--- src/rtl/txbo_pkg.sv ---
package txbo_pkg;
   // Restart cause, used only for readability in the controller
   typedef enum logic [1:0] {
      RS_NONE      = 2'd0,
      RS_IMMEDIATE = 2'd1,
      RS_COUNTED   = 2'd2
   } restart_cause_e;

   // Pending backoff bookkeeping chosen each cycle
   typedef enum logic [1:0] {
      RT_HOLD  = 2'd0,
      RT_CLEAR = 2'd1,
      RT_LOAD  = 2'd2,
      RT_DEC   = 2'd3
   } retry_op_e;
endpackage

--- src/rtl/txbo_rand_tick.sv ---
// Free-running random counter; tick when the low bits carry out
module txbo_rand_tick #(
   parameter int RND_W  = 16,
   parameter int TICK_W = 8
) (
   input  logic             clk,
   input  logic             rst_n,
   output logic [RND_W-1:0] rnd_o,
   output logic             tick_o
);
   localparam logic [RND_W-1:0] ONE = RND_W'(1);

   logic [RND_W-1:0] rnd_q;

   always_ff @(posedge clk or negedge rst_n) begin
      if (!rst_n) rnd_q <= '0;
      else        rnd_q <= rnd_q + ONE;
   end

   assign rnd_o  = rnd_q;
   assign tick_o = &rnd_q[TICK_W-1:0];
endmodule

--- src/rtl/txbo_mask.sv ---
// Backoff mask: clears on start, widens by one bit per abort, capped at LIMIT bits
module txbo_mask #(
   parameter int MASK_W     = 16,
   parameter int MASK_LIMIT = 16
) (
   input  logic              clk,
   input  logic              rst_n,
   input  logic              clr_i,
   input  logic              widen_i,
   output logic [MASK_W-1:0] mask_o,
   output logic [MASK_W-1:0] mask_next_o
);
   logic [MASK_W-1:0] mask_q;
   logic [MASK_W-1:0] widened;

   for (genvar i = 0; i < MASK_W; i++) begin : g_bit
      if (i >= MASK_LIMIT) begin : g_capped
         assign widened[i] = 1'b0;
      end else if (i == 0) begin : g_low
         assign widened[i] = 1'b1;
      end else begin : g_shift
         assign widened[i] = mask_q[i-1];
      end
   end

   always_ff @(posedge clk or negedge rst_n) begin
      if (!rst_n)       mask_q <= '0;
      else if (clr_i)   mask_q <= '0;
      else if (widen_i) mask_q <= widened;
   end

   assign mask_o      = mask_q;
   assign mask_next_o = widened;
endmodule

--- src/rtl/txbo_downcnt.sv ---
// Generic wrapping down counter with clear, load and decrement
module txbo_downcnt #(
   parameter int W = 16
) (
   input  logic         clk,
   input  logic         rst_n,
   input  logic         clr_i,
   input  logic         load_i,
   input  logic [W-1:0] load_val_i,
   input  logic         dec_i,
   output logic [W-1:0] cnt_o,
   output logic         at_one_o,
   output logic         is_zero_o
);
   localparam logic [W-1:0] ONE = W'(1);

   logic [W-1:0] cnt_q;

   always_ff @(posedge clk or negedge rst_n) begin
      if (!rst_n)      cnt_q <= '0;
      else if (clr_i)  cnt_q <= '0;
      else if (load_i) cnt_q <= load_val_i;
      else if (dec_i)  cnt_q <= cnt_q - ONE;
   end

   assign cnt_o     = cnt_q;
   assign at_one_o  = (cnt_q == ONE);
   assign is_zero_o = (cnt_q == '0);
endmodule

--- src/rtl/txbo_ctrl.sv ---
module txbo_ctrl
   import txbo_pkg::*;
#(
   parameter int RND_W      = 16,
   parameter int TICK_W     = 8,
   parameter int MASK_W     = 16,
   parameter int MASK_LIMIT = 16,
   parameter int TMR_W      = 16
) (
   input  logic clk,
   input  logic rst_n,
   input  logic start_i,
   input  logic abort_i,
   output logic restart_o,
   output logic abort_ack_o,
   output logic timeout_o,
   output logic active_o,
   output logic waiting_o
);
   localparam int DLY_W = MASK_W;

   if (TICK_W < 1 || TICK_W >= RND_W) begin : g_bad_tick
      $error("txbo_ctrl: TICK_W must be in 1..RND_W-1");
   end
   if (MASK_W < 1 || MASK_W > RND_W) begin : g_bad_mask
      $error("txbo_ctrl: MASK_W must be in 1..RND_W");
   end
   if (MASK_LIMIT < 1 || MASK_LIMIT > MASK_W) begin : g_bad_limit
      $error("txbo_ctrl: MASK_LIMIT must be in 1..MASK_W");
   end
   if (TMR_W < 2) begin : g_bad_tmr
      $error("txbo_ctrl: TMR_W must be at least 2");
   end

   logic [RND_W-1:0]  rnd;
   logic              tick;
   logic [MASK_W-1:0] mask_cur, mask_nxt;
   logic [DLY_W-1:0]  delay, retry_cnt;
   logic [TMR_W-1:0]  tmr_cnt;
   logic              retry_one, retry_zero, tmr_one, tmr_zero;
   logic              act_q, to_q, restart_q, ack_q;
   logic              act_tick, abort_ok, expire;
   retry_op_e         rop;
   restart_cause_e    cause;

   txbo_rand_tick #(.RND_W(RND_W), .TICK_W(TICK_W)) u_rnd (
      .clk(clk), .rst_n(rst_n), .rnd_o(rnd), .tick_o(tick)
   );

   // Qualified events; start has top priority
   assign act_tick = tick & act_q & ~start_i;
   assign abort_ok = abort_i & act_q & ~start_i;
   assign expire   = act_tick & tmr_one;

   txbo_mask #(.MASK_W(MASK_W), .MASK_LIMIT(MASK_LIMIT)) u_mask (
      .clk(clk), .rst_n(rst_n), .clr_i(start_i), .widen_i(abort_ok),
      .mask_o(mask_cur), .mask_next_o(mask_nxt)
   );

   assign delay = rnd[DLY_W-1:0] & mask_nxt;

   // Watchdog timer: starts at zero so first decrement wraps
   txbo_downcnt #(.W(TMR_W)) u_tmr (
      .clk(clk), .rst_n(rst_n), .clr_i(start_i), .load_i(1'b0),
      .load_val_i('0), .dec_i(act_tick),
      .cnt_o(tmr_cnt), .at_one_o(tmr_one), .is_zero_o(tmr_zero)
   );

   always_comb begin
      if (start_i || expire)               rop = RT_CLEAR;
      else if (abort_ok)                   rop = RT_LOAD;
      else if (act_tick && !retry_zero)    rop = RT_DEC;
      else                                 rop = RT_HOLD;
   end

   txbo_downcnt #(.W(DLY_W)) u_retry (
      .clk(clk), .rst_n(rst_n), .clr_i(rop == RT_CLEAR),
      .load_i(rop == RT_LOAD), .load_val_i(delay), .dec_i(rop == RT_DEC),
      .cnt_o(retry_cnt), .at_one_o(retry_one), .is_zero_o(retry_zero)
   );

   always_comb begin
      cause = RS_NONE;
      if (rop == RT_LOAD && delay == '0)  cause = RS_IMMEDIATE;
      else if (rop == RT_DEC && retry_one) cause = RS_COUNTED;
   end

   always_ff @(posedge clk or negedge rst_n) begin
      if (!rst_n) begin
         act_q     <= 1'b0;
         to_q      <= 1'b0;
         restart_q <= 1'b0;
         ack_q     <= 1'b0;
      end else begin
         restart_q <= (cause != RS_NONE);
         ack_q     <= abort_ok;
         if (start_i) begin
            act_q <= 1'b1;
            to_q  <= 1'b0;
         end else if (expire) begin
            act_q <= 1'b0;
            to_q  <= 1'b1;
         end
      end
   end

   assign restart_o   = restart_q;
   assign abort_ack_o = ack_q;
   assign timeout_o   = to_q;
   assign active_o    = act_q;
   assign waiting_o   = ~retry_zero;
endmodule

--- config.mk ---
export PLATFORM = sky130hd
export DESIGN_NAME = txbo_ctrl
export DESIGN_NICKNAME = d
export VERILOG_FILES = /design/src/rtl/txbo_pkg.sv /design/src/rtl/txbo_rand_tick.sv /design/src/rtl/txbo_mask.sv /design/src/rtl/txbo_downcnt.sv /design/src/rtl/txbo_ctrl.sv
export SDC_FILE = /design/constraint.sdc
export NUM_CORES = 1
export LEC_CHECK = 0
export ABC_AREA = 1
export BUFFER_PORTS_ARGS = -buffer_cell sky130_fd_sc_hd__clkbuf_2
export CAP_MARGIN = 20
export CORE_UTILIZATION = 53
export CTS_CLUSTER_SIZE = 12
export DETAILED_ROUTE_END_ITERATION = 10
export PLACE_DENSITY = 0.76
export SLEW_MARGIN = 0
export SYNTH_ARGS = -nofsm -noshare
export SYNTH_HDL_FRONTEND = slang
export SYNTH_SLANG_ARGS = --single-unit
--- constraint.sdc ---
create_clock -name clk -period 4.5 [get_ports clk]
set_input_delay 0.9 -clock clk [delete_from_list [all_inputs] [get_ports clk]]
set_output_delay 0.9 -clock clk [all_outputs]
set_load 0.02 [all_outputs]
==> metrics.csv <==
stage,metric,value,unit
timing,Final Cycle Share,54.9,%
grt,initial antenna violation count,0,
cells_and_area,share of layout cells above drive strength 1,9.25,%
place,pre-CTS setup slack,1.94,ns
hold_path,worst hold path type,flip-flop to flip-flop,
timing,fin. max-slew vios,0,
detailed_routing,DR vias,3295,
critical_path,kind of critical path,flip-flop to output pin,
job,Max-Cap Viols,0,
cells_and_area,post-layout net count,525,
timing,Final Hold Fails,0,
place,Inst Count DP,600,
logic_synthesis,Post-synth EDFFs,0,
clocking,Post-CTS Setup Bufs,0,
grt,largest net degree at the start of global routing,51,
logic_synthesis,Post-Syn Nets,515,
detailed_routing,initial drt markers,272,
detailed_routing,Avg WL per Cell,13.7,um
detailed_routing,vias per inst,5.36,
critical_path,end of the worst register-to-register path,u_retry.cnt_o[12],
power_and_ir_drop,Leak Pwr,2.13,nW
place,DP HPWL,6160,um
logic_synthesis,most frequent cells after synthesis,"nand2_1 (164), dfrtp_1 (67), nor2_1 (62)",
critical_path,CP Capture Type,output pin,
floorplanning,FP Rows,30,
timing,post-route minimum period,2.47,ns
logic_synthesis,Synth Flop Type,dfrtp_1,
place,Final GP Congestion,0.910,
cells_and_area,Layout Area Growth over Synthesis,7.74,%
power_and_ir_drop,worst vdd rail ir drop,0.192,mV
logic_synthesis,Post-Syn Area,3860,sq um
clocking,Post-CTS Resized,0,
critical_path,Critical Path Start,u_retry.cnt_o[6],
critical_path,flop2flop setup slack,2.49,ns
logic_synthesis,top-area cell type share of the netlist area,43.4,%
critical_path,CP Max Fanout,4,
logic_synthesis,library cells used by synthesis,31,
timing,Worst-Margin Slew,0.612,ns
power_and_ir_drop,Power Density,378,nW/um^2
grt,remaining global-route overflow,0,
floorplanning,full die area,7640,sq um
clocking,"CTS clk-pin slew, worst paths",0.07,ns
grt,first-pass GRT wire length,14800,um
clocking,CTS tree,yes,
logic_synthesis,most common cell in the netlist,nand2_1,
critical_path,Worst Path Arrival,1.57,ns
outcome,status,completed,
detailed_routing,TritonRoute pass-1 iters,5,
critical_path,R2R Path Start,u_rnd.rnd_o[1],
logic_synthesis,Gate Count Post-Synth,505,
clocking,TritonCTS buffer count,9,
cells_and_area,ant diodes,0,
clocking,htree depth,3,
timing,TNS Setup,0,ns
timing,worst slew margin relative to its limit,59.2,%
grt,total track usage,25.6,%
floorplanning,Core ar.,6910,sq um
clocking,CTS Root Buffer Type,clkbuf_8,
critical_path,R2R cell count,10,
detailed_routing,Final ANT Viol Nets,0,
floorplanning,io pins,9,
logic_synthesis,Avg Inst Size Synth,7.65,sq um
logic_synthesis,Synth async-reset ratio,100,%
critical_path,CP Capture Point,waiting_o,
timing,unrepaired setup endpoints after global routing,false,
logic_synthesis,sequential area share after synthesis,43.4,%
floorplanning,die width,87.4,um
detailed_routing,final wirelength,8410,um
grt,vias in the first global route,3176,
logic_synthesis,Synth area leaders,"dfrtp_1 (43%), nand2_1 (16%), nor2_1 (6.0%), inv_1 (4.4%), nand3_1 (4.1%)",
clocking,hold buffer count at cts,0,
clocking,clk sinks,67,
cells_and_area,FILL cells,667,
hold_path,Worst Hold Depth,1,
logic_synthesis,"area leader, netlist",dfrtp_1,
timing,fmax,0.405,GHz
timing,worst clock skew,0.00864,ns
critical_path,nature of the critical path startpoint,flip-flop,
clocking,"Clk Latency, worst-skew pair",0.35,ns
timing,final setup margin,2.03,ns
cells_and_area,non-filler instance count after layout,615,
timing,final setup fails,0,
clocking,Clock Tree Buf Depth,2,
floorplanning,Initial Utilization,55.9,%
place,Buffers on Ports,8,
floorplanning,chip height,87.4,um
logic_synthesis,YS warnings,0,
critical_path,CP required,3.60,ns
detailed_routing,DRC,0,
logic_synthesis,Synth Register Bits,67,
how the worst min path moves through the flow:
stage | startpoint | to
2_1_floorplan | u_rnd.rnd_o[15] | u_rnd.rnd_o[15]
3_5_place_dp | u_rnd.rnd_o[15] | u_rnd.rnd_o[15]
4_1_cts | rst_n | u_retry.cnt_o[1]
3_3_place_gp | timeout_o | timeout_o
6_report | u_rnd.rnd_o[15] | u_rnd.rnd_o[15]
5_1_grt | rst_n | u_retry.cnt_o[1]
power by group:
group          leakage, nW  internal [W]  switching, W
Combinational         1.12      0.000123      0.000232
Clock                0.102      0.000324      0.000228
Sequential           0.903      0.000632     0.0000359
Total                 2.13       0.00108      0.000496
state kept, by name (all words and copies together) (netlist names):
| register | flops |
|---|---|
| abort_ack_o | 1 |
| active_o | 1 |
| restart_o | 1 |
| timeout_o | 1 |
| u_mask.mask_o | 15 |
| u_retry.cnt_o | 16 |
| u_rnd.rnd_o | 16 |
| u_tmr.cnt_o | 16 |
cells by family (layout without fill, tap and decap cells):
family | Yosys count | count (layout) | share of synthesized area [%]
adder cells (fa/ha/maj) | 6 | 6 | 1.94
buffers and inverters | 56 | 70 | 6.67
XOR/XNOR | 23 | 23 | 5.21
AO/OA/AOI/OAI | 38 | 38 | 5.54
AND/OR/NAND/NOR | 315 | 315 | 37.2
flip-flops | 67 | 67 | 43.4
layer usage:
| metal | share of wire, % | global-route usage (%) |
|---|---|---|
| met1 | 49 | 35.6 |
| met4 | 1.7 | 9.39 |
| met2 | 44 | 38.5 |
| met5 | 0 | 0 |
| met3 | 4.6 | 6.64 |
worst max-delay path, cell delays in order, from the launching register on:
cell      delay, ns
dfrtp_1        0.42
nor2_1         0.17
nand2_1        0.13
nor3_1         0.21
nand3_1        0.12
clkbuf_2       0.17
area by class of cell:
type / instances / area [sq um] / share of cell area, %
multi-input combinational: 382 / 1930 / 46.3
timing repair buffer: 9 / 47.5 / 1.14
tap: 96 / 120 / 2.89
clock buffer: 11 / 141 / 3.40
sequential: 67 / 1680 / 40.3
clock inverter: 4 / 75.1 / 1.80
inverter: 46 / 173 / 4.15
placed cells by master (no fill, tap or decap), drive strengths merged, types with 2 or more instances in the layout:
master	count
nand3	33
dfrtp	67
nor2	71
nand2	178
clkbuf	18
nor4	3
clkinvlp	2
o21ai	15
inv	45
xnor2	9
nand3b	8
buf	2
a21oi	8
ha	6
o22ai	14
nand4	15
nor3	6
bufinv	2
xor2	14
through the flow:
step	instance area, sq um	hold slack [ns]	power, W	utilization [%]
2_1_floorplan	3860	0.445	0.000955	-
3_3_place_gp	3950	0.466	0.00102	57.1
3_5_place_dp	3950	0.474	0.00103	57.1
4_1_cts	4160	0.483	0.00158	60.3
5_1_grt	4160	0.489	0.00168	60.3
6_report	4160	0.475	0.00158	60.3
No activity file was read; power rests on OpenSTA's default activity.
